**config.mk**
```make
export PLATFORM = sky130hd
export DESIGN_NAME = wr_row_seq
export DESIGN_NICKNAME = d
export VERILOG_FILES = /design/src/rtl/wr_seq_pkg.sv /design/src/rtl/wr_phase_timer.sv /design/src/rtl/wr_row_drv.sv /design/src/rtl/wr_col_drv.sv /design/src/rtl/wr_row_seq.sv
export SDC_FILE = /design/constraint.sdc
export NUM_CORES = 1
export LEC_CHECK = 0
export ABC_AREA = 1
export ABC_CLOCK_PERIOD_IN_PS = 1500
export BUFFER_PORTS_ARGS = -buffer_cell sky130_fd_sc_hd__buf_2
export CAP_MARGIN = 10
export CORE_ASPECT_RATIO = 0.7
export CORE_MARGIN = 2
export CORE_UTILIZATION = 30
export CTS_CLUSTER_DIAMETER = 40
export CTS_CLUSTER_SIZE = 25
export DETAILED_ROUTE_END_ITERATION = 16
export HOLD_SLACK_MARGIN = 0.05
export MAX_ROUTING_LAYER = met4
export PLACE_DENSITY = 0.55
export SYNTH_ARGS = -nofsm -noshare
export SYNTH_HDL_FRONTEND = slang
export SYNTH_SLANG_ARGS = --single-unit
```
**constraint.sdc**
```tcl
create_clock -name clk -period 1.5 [get_ports clk]
set_clock_uncertainty 0.05 [all_clocks]
set_input_delay 0.45 -clock clk [delete_from_list [all_inputs] [get_ports clk]]
set_output_delay 0.45 -clock clk [all_outputs]
set_load 0.005 [all_outputs]
```
**src/rtl/wr_seq_pkg.sv**
```systemverilog
package wr_seq_pkg;

    typedef enum logic [2:0] {
        ST_IDLE = 3'd0,
        ST_PH0  = 3'd1,
        ST_GAP  = 3'd2,
        ST_PH1  = 3'd3,
        ST_DONE = 3'd4
    } seq_state_e;

endpackage

```
**src/rtl/wr_phase_timer.sv**
```systemverilog
module wr_phase_timer #(
    parameter int CNT_W = 8
) (
    input  logic             clk,
    input  logic             rst_n,
    input  logic             load_i,
    input  logic [CNT_W-1:0] load_val_i,
    output logic             expired_o
);

    typedef struct packed {
        logic [CNT_W-1:0] cnt;
    } tmr_t;

    tmr_t tmr_d, tmr_q;

    always_comb begin
        tmr_d = tmr_q;
        if (load_i) begin
            tmr_d.cnt = load_val_i;
        end else if (tmr_q.cnt != '0) begin
            tmr_d.cnt = tmr_q.cnt - 1'b1;
        end
    end

    always_ff @(posedge clk or negedge rst_n) begin
        if (!rst_n) begin
            tmr_q <= '0;
        end else begin
            tmr_q <= tmr_d;
        end
    end

    assign expired_o = (tmr_q.cnt == '0);

endmodule

```
**src/rtl/wr_row_drv.sv**
```systemverilog
module wr_row_drv #(
    parameter int ROWS  = 8,
    parameter int ROW_W = 3
) (
    input  logic [ROW_W-1:0] row_i,
    input  logic             wl_en_i,
    input  logic             sl_en_i,
    output logic [ROWS-1:0]  wwl_o,
    output logic [ROWS-1:0]  slt_o,
    output logic [ROWS-1:0]  slb_o
);

    for (genvar r = 0; r < ROWS; r++) begin : g_row
        logic hit;
        assign hit      = (row_i == ROW_W'(r));
        assign wwl_o[r] = wl_en_i & hit;
        assign slt_o[r] = sl_en_i & hit;
        assign slb_o[r] = sl_en_i & hit;
    end

endmodule

```
**src/rtl/wr_col_drv.sv**
```systemverilog
module wr_col_drv #(
    parameter int COLS = 16
) (
    input  logic            en_i,
    input  logic [COLS-1:0] data_i,
    output logic [COLS-1:0] wbl_o
);

    for (genvar c = 0; c < COLS; c++) begin : g_col
        assign wbl_o[c] = en_i & data_i[c];
    end

endmodule

```
**src/rtl/wr_row_seq.sv**
```systemverilog
module wr_row_seq
    import wr_seq_pkg::*;
#(
    parameter int ROWS    = 8,
    parameter int COLS    = 16,
    parameter int CNT_W   = 8,
    parameter int GAP_CYC = 1,
    localparam int ROW_W  = (ROWS > 1) ? $clog2(ROWS) : 1
) (
    input  logic             clk,
    input  logic             rst_n,
    input  logic             start_i,
    input  logic [ROW_W-1:0] row_i,
    input  logic [COLS-1:0]  data_i,
    input  logic [CNT_W-1:0] len_i,
    output logic [ROWS-1:0]  wwl_o,
    output logic [ROWS-1:0]  slt_o,
    output logic [ROWS-1:0]  slb_o,
    output logic [COLS-1:0]  wbl_o,
    output logic             busy_o,
    output logic             done_o
);

    localparam logic [CNT_W-1:0] GAP_LOAD = CNT_W'((GAP_CYC > 0 ? GAP_CYC : 1) - 1);

    typedef struct packed {
        seq_state_e       st;
        logic [ROW_W-1:0] row;
        logic [COLS-1:0]  data;
        logic [CNT_W-1:0] len_m1;
    } seq_t;

    seq_t             s_d, s_q;
    logic             tmr_load;
    logic [CNT_W-1:0] tmr_val;
    logic             tmr_exp;
    logic             wl_en, sl_en, bl_en;

    always_comb begin
        s_d      = s_q;
        tmr_load = 1'b0;
        tmr_val  = s_q.len_m1;
        unique case (s_q.st)
            ST_IDLE: begin
                if (start_i) begin
                    s_d.row    = row_i;
                    s_d.data   = data_i;
                    s_d.len_m1 = (len_i == '0) ? '0 : len_i - 1'b1;
                    s_d.st     = ST_PH0;
                    tmr_load   = 1'b1;
                    tmr_val    = (len_i == '0) ? '0 : len_i - 1'b1;
                end
            end
            ST_PH0: begin
                if (tmr_exp) begin
                    s_d.st   = ST_GAP;
                    tmr_load = 1'b1;
                    tmr_val  = GAP_LOAD;
                end
            end
            ST_GAP: begin
                if (tmr_exp) begin
                    s_d.st   = ST_PH1;
                    tmr_load = 1'b1;
                    tmr_val  = s_q.len_m1;
                end
            end
            ST_PH1: begin
                if (tmr_exp) begin
                    s_d.st = ST_DONE;
                end
            end
            ST_DONE: begin
                s_d.st = ST_IDLE;
            end
            default: begin
                s_d.st = ST_IDLE;
            end
        endcase
    end

    always_ff @(posedge clk or negedge rst_n) begin
        if (!rst_n) begin
            s_q <= '{st: ST_IDLE, row: '0, data: '0, len_m1: '0};
        end else begin
            s_q <= s_d;
        end
    end

    wr_phase_timer #(.CNT_W(CNT_W)) u_tmr (
        .clk        (clk),
        .rst_n      (rst_n),
        .load_i     (tmr_load),
        .load_val_i (tmr_val),
        .expired_o  (tmr_exp)
    );

    assign wl_en = (s_q.st == ST_PH0) || (s_q.st == ST_PH1);
    assign sl_en = (s_q.st == ST_PH0);
    assign bl_en = wl_en;

    wr_row_drv #(.ROWS(ROWS), .ROW_W(ROW_W)) u_row (
        .row_i   (s_q.row),
        .wl_en_i (wl_en),
        .sl_en_i (sl_en),
        .wwl_o   (wwl_o),
        .slt_o   (slt_o),
        .slb_o   (slb_o)
    );

    wr_col_drv #(.COLS(COLS)) u_col (
        .en_i   (bl_en),
        .data_i (s_q.data),
        .wbl_o  (wbl_o)
    );

    assign busy_o = (s_q.st != ST_IDLE);
    assign done_o = (s_q.st == ST_DONE);

endmodule

```
Word level (Yosys, flattened, before mapping) --
Cells that the tools add are included.
Word-level totals: word-level logic and storage cells 79, register bits 38, input bits 30
Cells by class: equal/unequal tests 15, reduce and logical (&&, ||, !) cells 11, $add $sub $neg 2, bitwise logic cells 32, multiplexer cells 14
Operators by type and width (count):
- 2-to-1 mux 8 bit | 5
- AND 1 bit | 32
- 2-to-1 mux 30 bit | 1
- zero test 8 bit | 2
- case mux 8 bit (2 select lines) | 1
- subtractor 8 x 1 -> 8 bit, second input constant | 2
- == test 3 bit, second input constant | 5
- == test 3 x 2 -> 1 bit, second input constant | 4
- case mux 3 bit (4 select lines) | 1
- 2-to-1 mux 3 bit | 3
- inequality test 2 bit, second input constant | 4
- nonzero test 8 bit | 1
- == test 3 x 1 -> 1 bit, second input constant | 2
- zero test 3 bit | 2
- AND reduction 4 bit | 1
- nonzero test 3 bit | 1
- 2-to-1 mux 1 bit | 2
- case mux 1 bit (2 select lines) | 1
- AND reduction 2 bit | 1
- nonzero test 2 bit | 1
- OR reduction 2 bit | 1
- logical OR 1 bit | 1

Logic depth before layout (Yosys ltp) --
word-level depth 5, gate-level depth with buffers 11, depth with buffers taken out 11

Hierarchy --
From an unflattened synthesis, not the netlist that was laid out.
Second synthesis, totals: cells, all modules 337, area, all modules 2367.3 µm²
By module, submodules not included:
- wr_row_seq | area an instance 1507.7 µm², sequential area each 750.7 µm², cells an instance 194, instances 1
- wr_phase_timer | area an instance 513.0 µm², sequential area each 200.2 µm², cells an instance 71, instances 1
- wr_row_drv | area an instance 182.7 µm², sequential area each 0.0 µm², cells an instance 38, instances 1
- wr_col_drv | area an instance 163.9 µm², sequential area each 0.0 µm², cells an instance 34, instances 1

Least setup slack after synthesis --
OpenSTA, ideal clock, no wires.
path kind register -> output, start point register s_q[28] (netlist name), end point output port slt_o[2], path buffers 1, required time 1.000 ns, arrival time 1.043 ns, slack -0.043 ns, cell stages (with the launch flop) 5, cell sequence dfrtp_1 > inv_1 > nand3_4 > nor3_1 > buf_4
On the way: word-level cells in the longest chain between the ends 2
Ends and longest elaborated chain:
- start: declaration | RTL line wr_row_seq.sv:33 | seq_t s_d, s_q;
- start signal: assignment | RTL line wr_row_seq.sv:84 | s_q <= '{st: ST_IDLE, row: '0, data: '0, len_m1: '0};
- == test 3 x 1 -> 1 bit | RTL line wr_row_seq.sv:99 | assign sl_en = (s_q.st == ST_PH0);
- AND 1 bit
- end: declaration | RTL line wr_row_seq.sv:17 | output logic [ROWS-1:0] slt_o,
No other way between the ends.

Worst setup path after layout --
start point register s_q[29] (netlist name), end point output port wbl_o[13]
On the way: word-level cells in the longest chain between the ends 3
Ends and longest elaborated chain:
- == test 3 x 1 -> 1 bit or == test 3 x 2 -> 1 bit (tied branches) | RTL line wr_row_seq.sv:98 | assign wl_en = (s_q.st == ST_PH0) || (s_q.st == ST_PH1);
- logical OR 1 bit (*) | RTL line wr_row_seq.sv:98
- AND 1 bit (*) | RTL line wr_col_drv.sv:10 | assign wbl_o[c] = en_i & data_i[c];
- end: declaration | RTL line wr_row_seq.sv:19 | output logic [COLS-1:0] wbl_o,
Every way passes the cells marked *; elsewhere a longest branch is shown, timed or not.

==> results.yml <==
outcome:
  status: "complete, but fails checks"
  failed_checks: "setup timing"
die:
  row_count: 26
  coreArea_um2: 7380
  die_area_um2: 8450
  initial_utilization: 0.314
  floorplan.io_pins: 72
  die_height_um: 77.5
  die_width_um: 109
worst_setup_path:
  startpoint_type: "flip-flop"
  timing_worst_setup_path_type: "reg -> out"
  worst_path_largest_cell_delay_ns: 0.41
  critPathSlowestCell: "dfrtp_1"
  critical_path.max_fanout: 16
  worstSetupEndpointType: "output port"
  worst-path-buf-inv: 3
  crit_path_cell_chain: "inv_4, nand2_4, buf_12, nor2_1, buf_2"
  cp_top_family: "flip-flops"
  arrival_ns: 1.26
  worstPathRequired_ns: 1.00
sta:
  timing.fmax_mhz: 567
  final_min_period_over_clock_period: 1.18
  slew_headroom: 0.764
  totalNegativeSetupSlack_ns: -12.77
  finalHoldViolCount: 0
  tightest_slew_ns: 0.351
  maxSlewViolCount: 0
  grt_setup_unrepaired: "yes"
  setup-violations-final: 70
  final.setup.worst_slack_ns: -0.263
  fin_crit_ns: 1.76
global_routing:
  grt_first_pass_wirelength_mm: 9.73
  pin_count_of_the_biggest_net_entering_global_routing: 39
  gr-usage-all-layers: 0.146
  grt_antenna_before_repair: 0
  via_count_of_the_first_global_routing_pass: 2220
  grt_overflow: 0
pwr:
  power.clock.fraction: 0.121
  switching_share: 0.423
  share_comb_of_total_power: 0.584
  leakage_nw: 1.98
  power.net_switching_mw: 2.56
  totalPowerFinal_mw: 6.06
  max-vdd-ir-drop_mv: 0.544
  power.density_cell_area_nw_per_um2: 1740
  power_report.internal_total_mw: 3.49
  sequentialPowerShare: 0.295
placement:
  place.detailed.hpwl_mm: 4.30
  port_buffers: 71
  routabilityCongestion: 0.881
  placed_cell_area_um2: 3020
clocking:
  tritoncts: "done"
  worstSkewPairLatency_ns: 0.29
  clock_tree.root_cell: "clkbuf_8"
  tritoncts.num_buffers: 5
  cts-htree-levels: 2
  numClockSinks: 38
  holdBufCountCts: 0
  cts-root-to-sink-buffers: 2
  clkTransAtPathRegs_ns: 0.08
synth:
  postSynthAreaPerCell_um2: 6.95
  synth_cells: 333
  netlist_area_um2: 2320
  postSynthRegisterBits: 38
  synth_nets: 367
  synthDistinctLibCells: 30
  synth.yosys.warnings: 0
  yosysSeqAreaShare: 0.411
min_path:
  worst_hold_path_type: "in -> async"
drt:
  vias: 2379
  first_pass_iters: 4
  wl_mm: 6.00
  ant_nets: 0
  remaining_drc_errors: 0
  route.detailed.vias_per_inst: 4.33
  detailedRoute.firstIterationViolations: 104
  route.detailed.wl_per_inst_um: 10.9
final_layout:
  post-route-cell-area_um2: 3480
  post_route_cells_drive_above_1_share: 0.417
  layout-area-overhead-vs-synth_pct: 50.1
  antenna-diode-count: 0
  nNetsFinal: 484
flow_run:
  maxCapViolCount: 0
power by group through the flow:
stage                     Clock, mW  Combinational (mW)  Sequential [mW]
after floorplan                   0                1.71             1.75
after global placement            0                2.82             1.75
after detailed placement          0                2.84             1.76
after CTS                     0.763                3.07             1.76
after global routing          0.800                4.00             1.85
final                         0.735                3.53             1.79
cells in the final DEF (no fill, tap or decap), types with 5 or more instances in the layout:
master	n
nand2_1	102
buf_2	71
inv_1	46
buf_4	41
dfrtp_1	35
nor2_1	30
o21ai_1	18
nor2_2	14
nand3_1	13
nand2_2	8
o21ai_0	8
clkbuf_8	6
buf_6	6
nand2_4	5
worst paths after layout:
path | from | endpoint | slack, ns | cells after the start
min in group clk | data_i[12] | s_q[20] | 0.32 | 3
max in group asynchronous | rst_n | s_q[27] | 1.13 | 2
max reg2reg | s_q[29] | u_tmr.tmr_q[3] | -0.19 | 11
max | s_q[29] | wbl_o[13] | -0.26 | 5
min reg2reg | s_q[0] | s_q[0] | 0.43 | 2
min | rst_n | s_q[7] | 0.06 | 2
logic make-up after synthesis:
kind of cell / synth area share
AOI/OAI and AO/OA: 0.0713
xor gates and xnor gates: 0.0189
adders and majority gates: 0.0216
buffers and inverters: 0.130
DFF: 0.411
and+or+nand+nor: 0.347
area by class of cell:
type	count	area, um^2
Inverter	52	205
Timing Repair Buffer	124	861
Fill cell	754	3910
Multi-Input combinational cell	229	1240
Clock buffer	6	82.6
Sequential cell	38	955
Clock inverter	2	12.5
Tap cell	98	123
Yosys cell counts, drive strengths merged:
cell type | number | area share
clkbuf | 4 | 0.0070
o21ai | 27 | 0.058
nor2 | 47 | 0.082
a21boi | 1 | 0.0032
ha | 4 | 0.022
buf | 11 | 0.038
nand3 | 17 | 0.048
nand4 | 2 | 0.0081
nor3 | 6 | 0.015
nand3b | 1 | 0.0032
dfrtp | 38 | 0.41
a21oi | 2 | 0.0059
xor2 | 4 | 0.015
xnor2 | 1 | 0.0038
nand2 | 115 | 0.19
inv | 52 | 0.085
a31o | 1 | 0.0038
state kept, by name, indices dropped and copies added, names as in the netlist:
name,count
s_q,30
u_tmr.tmr_q,8
per-layer routing:
layer | vias to the layer above | routed length (um) | track usage
li1 | 1245 | - | -
met1 | 1057 | 2980 | 0.201
met2 | 71 | 2660 | 0.224
met3 | 6 | 308 | 0.0244
met4 | 0 | 41 | 0.0397
met5 | - | 0 | -
worst reg2reg max path, delay by kind of cell, from the launching register on:
kind	cells	cell delay, ns
AOI/OAI and AO/OA	1	0.14
and+or+nand+nor	5	0.44
DFF	1	0.41
buffers and inverters	5	0.53
what timing repair did:
item | CTS | global route
setup endpoints to repair | 50 | 75
setup buffers | 5 | 8
gates resized for setup | 27 | 48
pin swaps | 2 | 4
gates cloned | 1 | 3
per-stage QoR:
step / worst slack [ns] / std cells / utilization / hold WS [ns]
2_1_floorplan: -0.0430 / 333 / - / 0.104
3_3_place_gp: -0.119 / 524 / 0.409 / 0.382
3_5_place_dp: -0.182 / 524 / 0.409 / 0.384
4_1_cts: -0.288 / 538 / 0.439 / 0.0697
5_1_grt: -0.345 / 549 / 0.471 / 0.0694
6_report: -0.263 / 549 / 0.471 / 0.0601
(Power assumes the default switching activity.)
